<file path="config.mk">
export PLATFORM = sky130hd
export DESIGN_NAME = fifo_irq_ctrl
export DESIGN_NICKNAME = d
export VERILOG_FILES = /design/src/rtl/fifo_irq_pkg.sv /design/src/rtl/fifo_irq_level.sv /design/src/rtl/fifo_irq_enable.sv /design/src/rtl/fifo_irq_status.sv /design/src/rtl/fifo_irq_line.sv /design/src/rtl/fifo_irq_ctrl.sv
export SDC_FILE = /design/constraint.sdc
export NUM_CORES = 1
export LEC_CHECK = 0
export BUFFER_PORTS_ARGS = -buffer_cell sky130_fd_sc_hd__buf_4
export CAP_MARGIN = 20
export CORE_MARGIN = 3
export CORE_UTILIZATION = 31
export DETAILED_ROUTE_END_ITERATION = 10
export PLACE_DENSITY_LB_ADDON = 0.1
export SYNTH_ARGS = -nofsm -noshare
export SYNTH_HDL_FRONTEND = slang
export SYNTH_SLANG_ARGS = --single-unit
</file>
<file path="constraint.sdc">
create_clock -name clk -period 1.35 [get_ports clk]
set_input_delay 0.405 -clock clk [delete_from_list [all_inputs] [get_ports clk]]
set_output_delay 0.405 -clock clk [all_outputs]
set_load 0.05 [all_outputs]
</file>
<file path="src/rtl/fifo_irq_pkg.sv">
package fifo_irq_pkg;

  localparam int REG_W = 32;
  localparam int NSRC  = 3;

  // source indices inside the packed per-source vectors
  localparam int SRC_RX   = 0;
  localparam int SRC_TX   = 1;
  localparam int SRC_DONE = 2;

  // register bit each source occupies (shared by enable and status)
  localparam int SRC_POS [NSRC] = '{4, 12, 16};
  // sources that arrive as pulses rather than as levels
  localparam logic [NSRC-1:0] SRC_IS_PULSE = 3'b100;

  localparam int TXCNT_LSB = 16;

  typedef enum logic [1:0] {
    ADDR_EN   = 2'd0,
    ADDR_STAT = 2'd1,
    ADDR_LVL  = 2'd2,
    ADDR_NONE = 2'd3
  } reg_addr_e;

  function automatic logic reached_high(int unsigned cnt, int unsigned thr);
    return cnt >= thr;
  endfunction

  function automatic logic reached_low(int unsigned cnt, int unsigned thr);
    return cnt <= thr;
  endfunction

  function automatic logic [REG_W-1:0] spread_bits(logic [NSRC-1:0] v);
    logic [REG_W-1:0] r;
    r = '0;
    for (int i = 0; i < NSRC; i++) r[SRC_POS[i]] = v[i];
    return r;
  endfunction

  function automatic logic [NSRC-1:0] gather_bits(logic [REG_W-1:0] w);
    logic [NSRC-1:0] r;
    for (int i = 0; i < NSRC; i++) r[i] = w[SRC_POS[i]];
    return r;
  endfunction

  function automatic logic [REG_W-1:0] pack_levels(logic [15:0] rx, logic [15:0] tx);
    logic [REG_W-1:0] r;
    r = '0;
    r[15:0] = rx;
    r[TXCNT_LSB +: 16] = tx;
    return r;
  endfunction

endpackage

</file>
<file path="src/rtl/fifo_irq_level.sv">
module fifo_irq_level
  import fifo_irq_pkg::*;
#(
  parameter int CNT_W  = 7,
  parameter int RX_THR = 48,
  parameter int TX_THR = 16
) (
  input  logic [CNT_W-1:0] rx_level,
  input  logic [CNT_W-1:0] tx_level,
  output logic             rx_hit,
  output logic             tx_hit
);

  always_comb begin
    rx_hit = reached_high(32'(rx_level), 32'(RX_THR));
    tx_hit = reached_low(32'(tx_level), 32'(TX_THR));
  end

endmodule

</file>
<file path="src/rtl/fifo_irq_enable.sv">
module fifo_irq_enable
  import fifo_irq_pkg::*;
(
  input  logic             clk,
  input  logic             rst_n,
  input  logic             wr_en,
  input  logic [REG_W-1:0] wdata,
  output logic [NSRC-1:0]  en_q
);

  always_ff @(posedge clk) begin
    if (!rst_n)     en_q <= '0;
    else if (wr_en) en_q <= gather_bits(wdata);
  end

endmodule

</file>
<file path="src/rtl/fifo_irq_status.sv">
module fifo_irq_status
  import fifo_irq_pkg::*;
(
  input  logic             clk,
  input  logic             rst_n,
  input  logic [NSRC-1:0]  set_vec,
  input  logic             wr_clr,
  input  logic [REG_W-1:0] wdata,
  output logic [NSRC-1:0]  stat_q
);

  logic [NSRC-1:0] clr_vec;

  always_comb clr_vec = gather_bits(wdata) & {NSRC{wr_clr}};

  for (genvar g = 0; g < NSRC; g++) begin : g_src
    if (SRC_IS_PULSE[g]) begin : g_pulse
      // a pulse cannot be repeated, so it wins over a clear
      always_ff @(posedge clk) begin
        if (!rst_n) stat_q[g] <= 1'b0;
        else        stat_q[g] <= set_vec[g] | (stat_q[g] & ~clr_vec[g]);
      end
    end else begin : g_level
      // a level persists, so the clear wins and the level re-sets next cycle
      always_ff @(posedge clk) begin
        if (!rst_n)          stat_q[g] <= 1'b0;
        else if (clr_vec[g]) stat_q[g] <= 1'b0;
        else                 stat_q[g] <= stat_q[g] | set_vec[g];
      end
    end
  end

  p_rx_set_r3: assert property (@(posedge clk) disable iff (!rst_n)
    (set_vec[SRC_RX] && !clr_vec[SRC_RX]) |=> stat_q[SRC_RX]);

  p_tx_set_r4: assert property (@(posedge clk) disable iff (!rst_n)
    (set_vec[SRC_TX] && !clr_vec[SRC_TX]) |=> stat_q[SRC_TX]);

  p_done_hold_r5: assert property (@(posedge clk) disable iff (!rst_n)
    (stat_q[SRC_DONE] && !clr_vec[SRC_DONE]) |=> stat_q[SRC_DONE]);

  p_done_wins_r8: assert property (@(posedge clk) disable iff (!rst_n)
    set_vec[SRC_DONE] |=> stat_q[SRC_DONE]);

  p_clear_level_r7: assert property (@(posedge clk) disable iff (!rst_n)
    clr_vec[SRC_RX] |=> !stat_q[SRC_RX]);

  p_no_spurious_r6: assert property (@(posedge clk) disable iff (!rst_n)
    (!stat_q[SRC_TX] && !set_vec[SRC_TX]) |=> !stat_q[SRC_TX]);

endmodule

</file>
<file path="src/rtl/fifo_irq_line.sv">
module fifo_irq_line
  import fifo_irq_pkg::*;
(
  input  logic            clk,
  input  logic            rst_n,
  input  logic [NSRC-1:0] stat,
  input  logic [NSRC-1:0] en,
  output logic            irq_q
);

  logic armed;

  always_comb armed = |(stat & en);

  always_ff @(posedge clk) begin
    if (!rst_n) irq_q <= 1'b0;
    else        irq_q <= armed;
  end

  p_irq_track_r9: assert property (@(posedge clk) disable iff (!rst_n)
    1'b1 |=> (irq_q == $past(|(stat & en))));

  p_mask_all_r10: assert property (@(posedge clk) disable iff (!rst_n)
    (en == '0) |=> !irq_q);

endmodule

</file>
<file path="src/rtl/fifo_irq_ctrl.sv">
module fifo_irq_ctrl
  import fifo_irq_pkg::*;
#(
  parameter int FIFO_DEPTH = 64,
  parameter int RX_NUM     = 3,
  parameter int RX_DEN     = 4,
  parameter int TX_NUM     = 1,
  parameter int TX_DEN     = 4,
  localparam int CNT_W     = $clog2(FIFO_DEPTH) + 1
) (
  input  logic             clk,
  input  logic             rst_n,
  input  logic             reg_wr,
  input  logic [1:0]       reg_addr,
  input  logic [31:0]      reg_wdata,
  output logic [31:0]      reg_rdata,
  input  logic [CNT_W-1:0] rx_level,
  input  logic [CNT_W-1:0] tx_level,
  input  logic             xfer_done,
  output logic             irq
);

  localparam int RX_THR = FIFO_DEPTH * RX_NUM / RX_DEN;
  localparam int TX_THR = FIFO_DEPTH * TX_NUM / TX_DEN;

  logic            rx_hit, tx_hit;
  logic [NSRC-1:0] set_vec, en_q, stat_q;
  logic            wr_en_reg, wr_stat_reg;

  always_comb begin
    wr_en_reg   = reg_wr && (reg_addr == ADDR_EN);
    wr_stat_reg = reg_wr && (reg_addr == ADDR_STAT);
    set_vec     = '0;
    set_vec[SRC_RX]   = rx_hit;
    set_vec[SRC_TX]   = tx_hit;
    set_vec[SRC_DONE] = xfer_done;
  end

  fifo_irq_level #(.CNT_W(CNT_W), .RX_THR(RX_THR), .TX_THR(TX_THR)) u_level (
    .rx_level (rx_level),
    .tx_level (tx_level),
    .rx_hit   (rx_hit),
    .tx_hit   (tx_hit)
  );

  fifo_irq_enable u_enable (
    .clk   (clk),
    .rst_n (rst_n),
    .wr_en (wr_en_reg),
    .wdata (reg_wdata),
    .en_q  (en_q)
  );

  fifo_irq_status u_status (
    .clk     (clk),
    .rst_n   (rst_n),
    .set_vec (set_vec),
    .wr_clr  (wr_stat_reg),
    .wdata   (reg_wdata),
    .stat_q  (stat_q)
  );

  fifo_irq_line u_line (
    .clk   (clk),
    .rst_n (rst_n),
    .stat  (stat_q),
    .en    (en_q),
    .irq_q (irq)
  );

  always_comb begin
    unique case (reg_addr)
      ADDR_EN:   reg_rdata = spread_bits(en_q);
      ADDR_STAT: reg_rdata = spread_bits(stat_q);
      ADDR_LVL:  reg_rdata = pack_levels(16'(rx_level), 16'(tx_level));
      default:   reg_rdata = '0;
    endcase
  end

  // nothing pending right after reset
  p_reset_quiet_r1: assert property (@(posedge clk)
    !rst_n |=> (stat_q == '0 && en_q == '0 && !irq));

endmodule

</file>
==> key figures <==
Floorplan
  • IO Count: 85
  • Die X: 49.56 um
  • Num rows: 15
  • Core Area: 1764 um^2
  • Initial Util: 33.33%
  • Die extent in y: 49.56 um
  • Die ar.: 2456 um^2

Global routing
  • Top Usage Layer GRT: met2
  • Largest net degree at the start of global routing: 8
  • Grt met3 use: 3.625%
  • Grt met1 use: 16.18%
  • Tot GR Track Use: 14.23%
  • Vias in the first global route: 604
  • First-pass GRT wire length: 2663 um
  • Met2 Usage GRT: 23.35%
  • Initial antenna violation count: 0
  • Grt total ovfl: 0

Pwr
  • Leak pwr: 0.5446 nW
  • Max rail drop VDD: 536.6 uV
  • Overall power: 0.8218 mW
  • Pwr per Cell Area: 738.8 nW/um^2

Clock network
  • CTS tree: done
  • CTS Hold Bufs: 0
  • Worst-Skew Late Latency: 250 ps
  • Num CTS Buffers: 3
  • Clock Root Buffer: clkbuf_4
  • Clock-pin slew on the worst setup and hold paths: 50 ps
  • Htree depth: 1
  • Worst-case clock buffer depth: 2
  • Clock Sinks: 7

Worst setup path
  • Critical path destination: reg_rdata[4]
  • Worst path max stage delay: 180 ps
  • CP Buf/Inv Count: 3
  • Crit path DAT: 1070 ps
  • Crit path max fanout: 7
  • CP delay by family, top: buffers and inverters
  • Critical Path Slowest Stage Cell: buf_6
  • R2R Path End: u_status.stat_q[1]
  • WP depth: 5
  • R2R cell count: 3
  • Critical Path End Type: output pin
  • Reg-to-Reg Start: u_status.stat_q[1]
  • Crit path from: reg_addr[1]
  • CP required: 950 ps
  • Setup crit start kind: input port
  • CP cell instances: buf_12, buf_6, mux2i_1, o21ai_2, buf_6
  • Register-to-Register Setup Slack: 470 ps
  • Top cell by count, worst path: buf_6
  • Worst Setup Path Type: input port to output pin

Synth
  • #FFs+latches synth: 7
  • Syn avg cell area: 8.523 um^2
  • Seq/Total Area, Yosys: 23.83%
  • Yosys warning total: 0
  • Commonest cells post-synth: buf_4, and2_1, dfxtp_1
  • FFs w/ async S/R, synth: 0%
  • Yosys top cell by area: dfxtp_1
  • Top-count cell post-synth: buf_4
  • Post-synthesis cell area: 588.1 um^2
  • Netlist cell types: 21
  • Synth top area cells: dfxtp_1, buf_4, and2_1
  • Most used DFF post-synth: dfxtp_1
  • Cells after synthesis: 69
  • Yosys top cell area share: 23.83%
  • Number of synthesized flops with an enable pin: 0

Placement
  • Routability cong.: 0.7436
  • Placed Area: 908.4 um^2
  • Detailed Place HPWL: 1257 um
  • Input/output buffers: 38
  • Setup WS pre-CTS: -219.5 ps

STA
  • RSZ-0062 raised after global routing: yes
  • Final count of negative-setup-slack endpoints: 14
  • Final cycle utilization of the critical path: 109.0%
  • Final hold slack: 334.7 ps
  • Setup ws final: -121.7 ps
  • Tmin final: 1472 ps
  • Max Clk Rate: 679.5 MHz
  • Max Slew Vio Count: 0
  • Setup TNS Final: -1139 ps
  • Final Hold Fails: 0
  • Fin Clk Skew: 5.105 ps

Route
  • Detail Route Antenna Nets: 0
  • Vias per cell: 4.161
  • 1st-iter DRT viols: 7
  • Pre-Repair DR Iteration Count: 6
  • Avg WL per Cell: 11.57 um
  • Vias: 595
  • Remaining DRCs: 0
  • DRT Wirelength: 1654 um

Layout
  • Post-route cell area: 1112 um^2
  • Area occupied by multi-input gates: 437.9 um^2
  • FF+latch area: 142.6 um^2
  • Layout cells sized above 1: 61.86%
  • Area Growth Syn to Fin: 89.15%
  • NumNets Final: 171
  • Antenna diodes: 0
  • Fillers: 173

Hold path
  • Min-delay worst type: input port to flip-flop

Status
  • Failing checks: negative setup slack
  • Status: complete, but fails checks

Flow run
  • # Max-Cap Violations: 0
layout by cell type (no fill, tap or decap), drive strengths merged, types with 2 or more instances in the layout:
master,n
buf,46
nor2b,7
dfxtp,7
nand2,3
o21ai,4
mux2i,6
nor2,2
conb,17
and2,13
nor3b,2
clkbuf,4
metrics by stage:
stage / cells / utilization, %
2_1_floorplan: 85 / -
3_3_place_gp: 136 / 51.49
3_5_place_dp: 136 / 51.49
4_1_cts: 143 / 62.77
5_1_grt: 143 / 63.05
6_report: 143 / 63.05
worst reg2reg max path, delay by kind of cell, from the launching register on:
kind	cells	cell delay, ps
AOI/OAI and AO/OA	1	70
buffers and inverters	1	140
DFF	1	300
and+or+nand+nor	1	250
worst min-delay path by stage:
stage,start,end,slack (ps),cells past startpoint
6_report,reg_wdata[4],u_status.stat_q[0],330,2
3_5_place_dp,u_enable.en_q[0],u_enable.en_q[0],540,2
5_1_grt,reg_wdata[16],u_status.stat_q[2],320,2
4_1_cts,reg_wdata[4],u_status.stat_q[0],320,2
2_1_floorplan,reg_wdata[4],u_status.stat_q[0],490,1
3_3_place_gp,u_enable.en_q[1],u_enable.en_q[1],530,2
cell type report:
class | count | area share [%]
Multi-Input combinational cell | 60 | 39.37
Inverter | 1 | 0.3375
Sequential cell | 7 | 12.82
Clock buffer | 4 | 2.362
Tap cell | 25 | 2.812
Timing Repair Buffer | 46 | 42.29
power breakdown:
| part | total (mW) | internal (mW) | switching, mW |
|---|---|---|---|
| Combinational | 0.408 | 0.159 | 0.249 |
| Sequential | 0.225 | 0.217 | 0.00778 |
| Clock | 0.189 | 0.113 | 0.0766 |
| Total | 0.822 | 0.489 | 0.333 |
registers in the layout (all words and copies together) (netlist names):
signal and cells:
u_status.stat_q 3, u_line.irq_q 1, u_enable.en_q 3
kinds of logic (layout without fill, tap and decap cells):
family / Yosys count / in the layout / synth area share (%)
flip-flops: 7 / 7 / 23.83
multiplexers: 6 / 6 / 10.21
buffers and inverters: 19 / 51 / 23.62
AO/OA/AOI/OAI: 9 / 9 / 10.64
AND/OR/NAND/NOR: 27 / 28 / 31.06
other: 1 / 17 / 0.6377
what timing repair did:
action / 4_1_cts / 5_1_grt
hold endpoints to repair: 0 / 0
buffers inserted: 2 / 0
pin swaps: 3 / 4
setup endpoints to repair: 15 / 15
gates cloned: 1 / 0
resized for setup: 47 / 2
per-layer routing:
metal | wire length, um | share of wire, % | vias up
met5 | 0 | 0 | -
met4 | 21 | 1.3 | 0
met3 | 146 | 8.8 | 4
met2 | 832 | 50 | 34
met1 | 653 | 39 | 262
li1 | - | - | 295
Note: power is estimated with default switching activity, not from simulation.
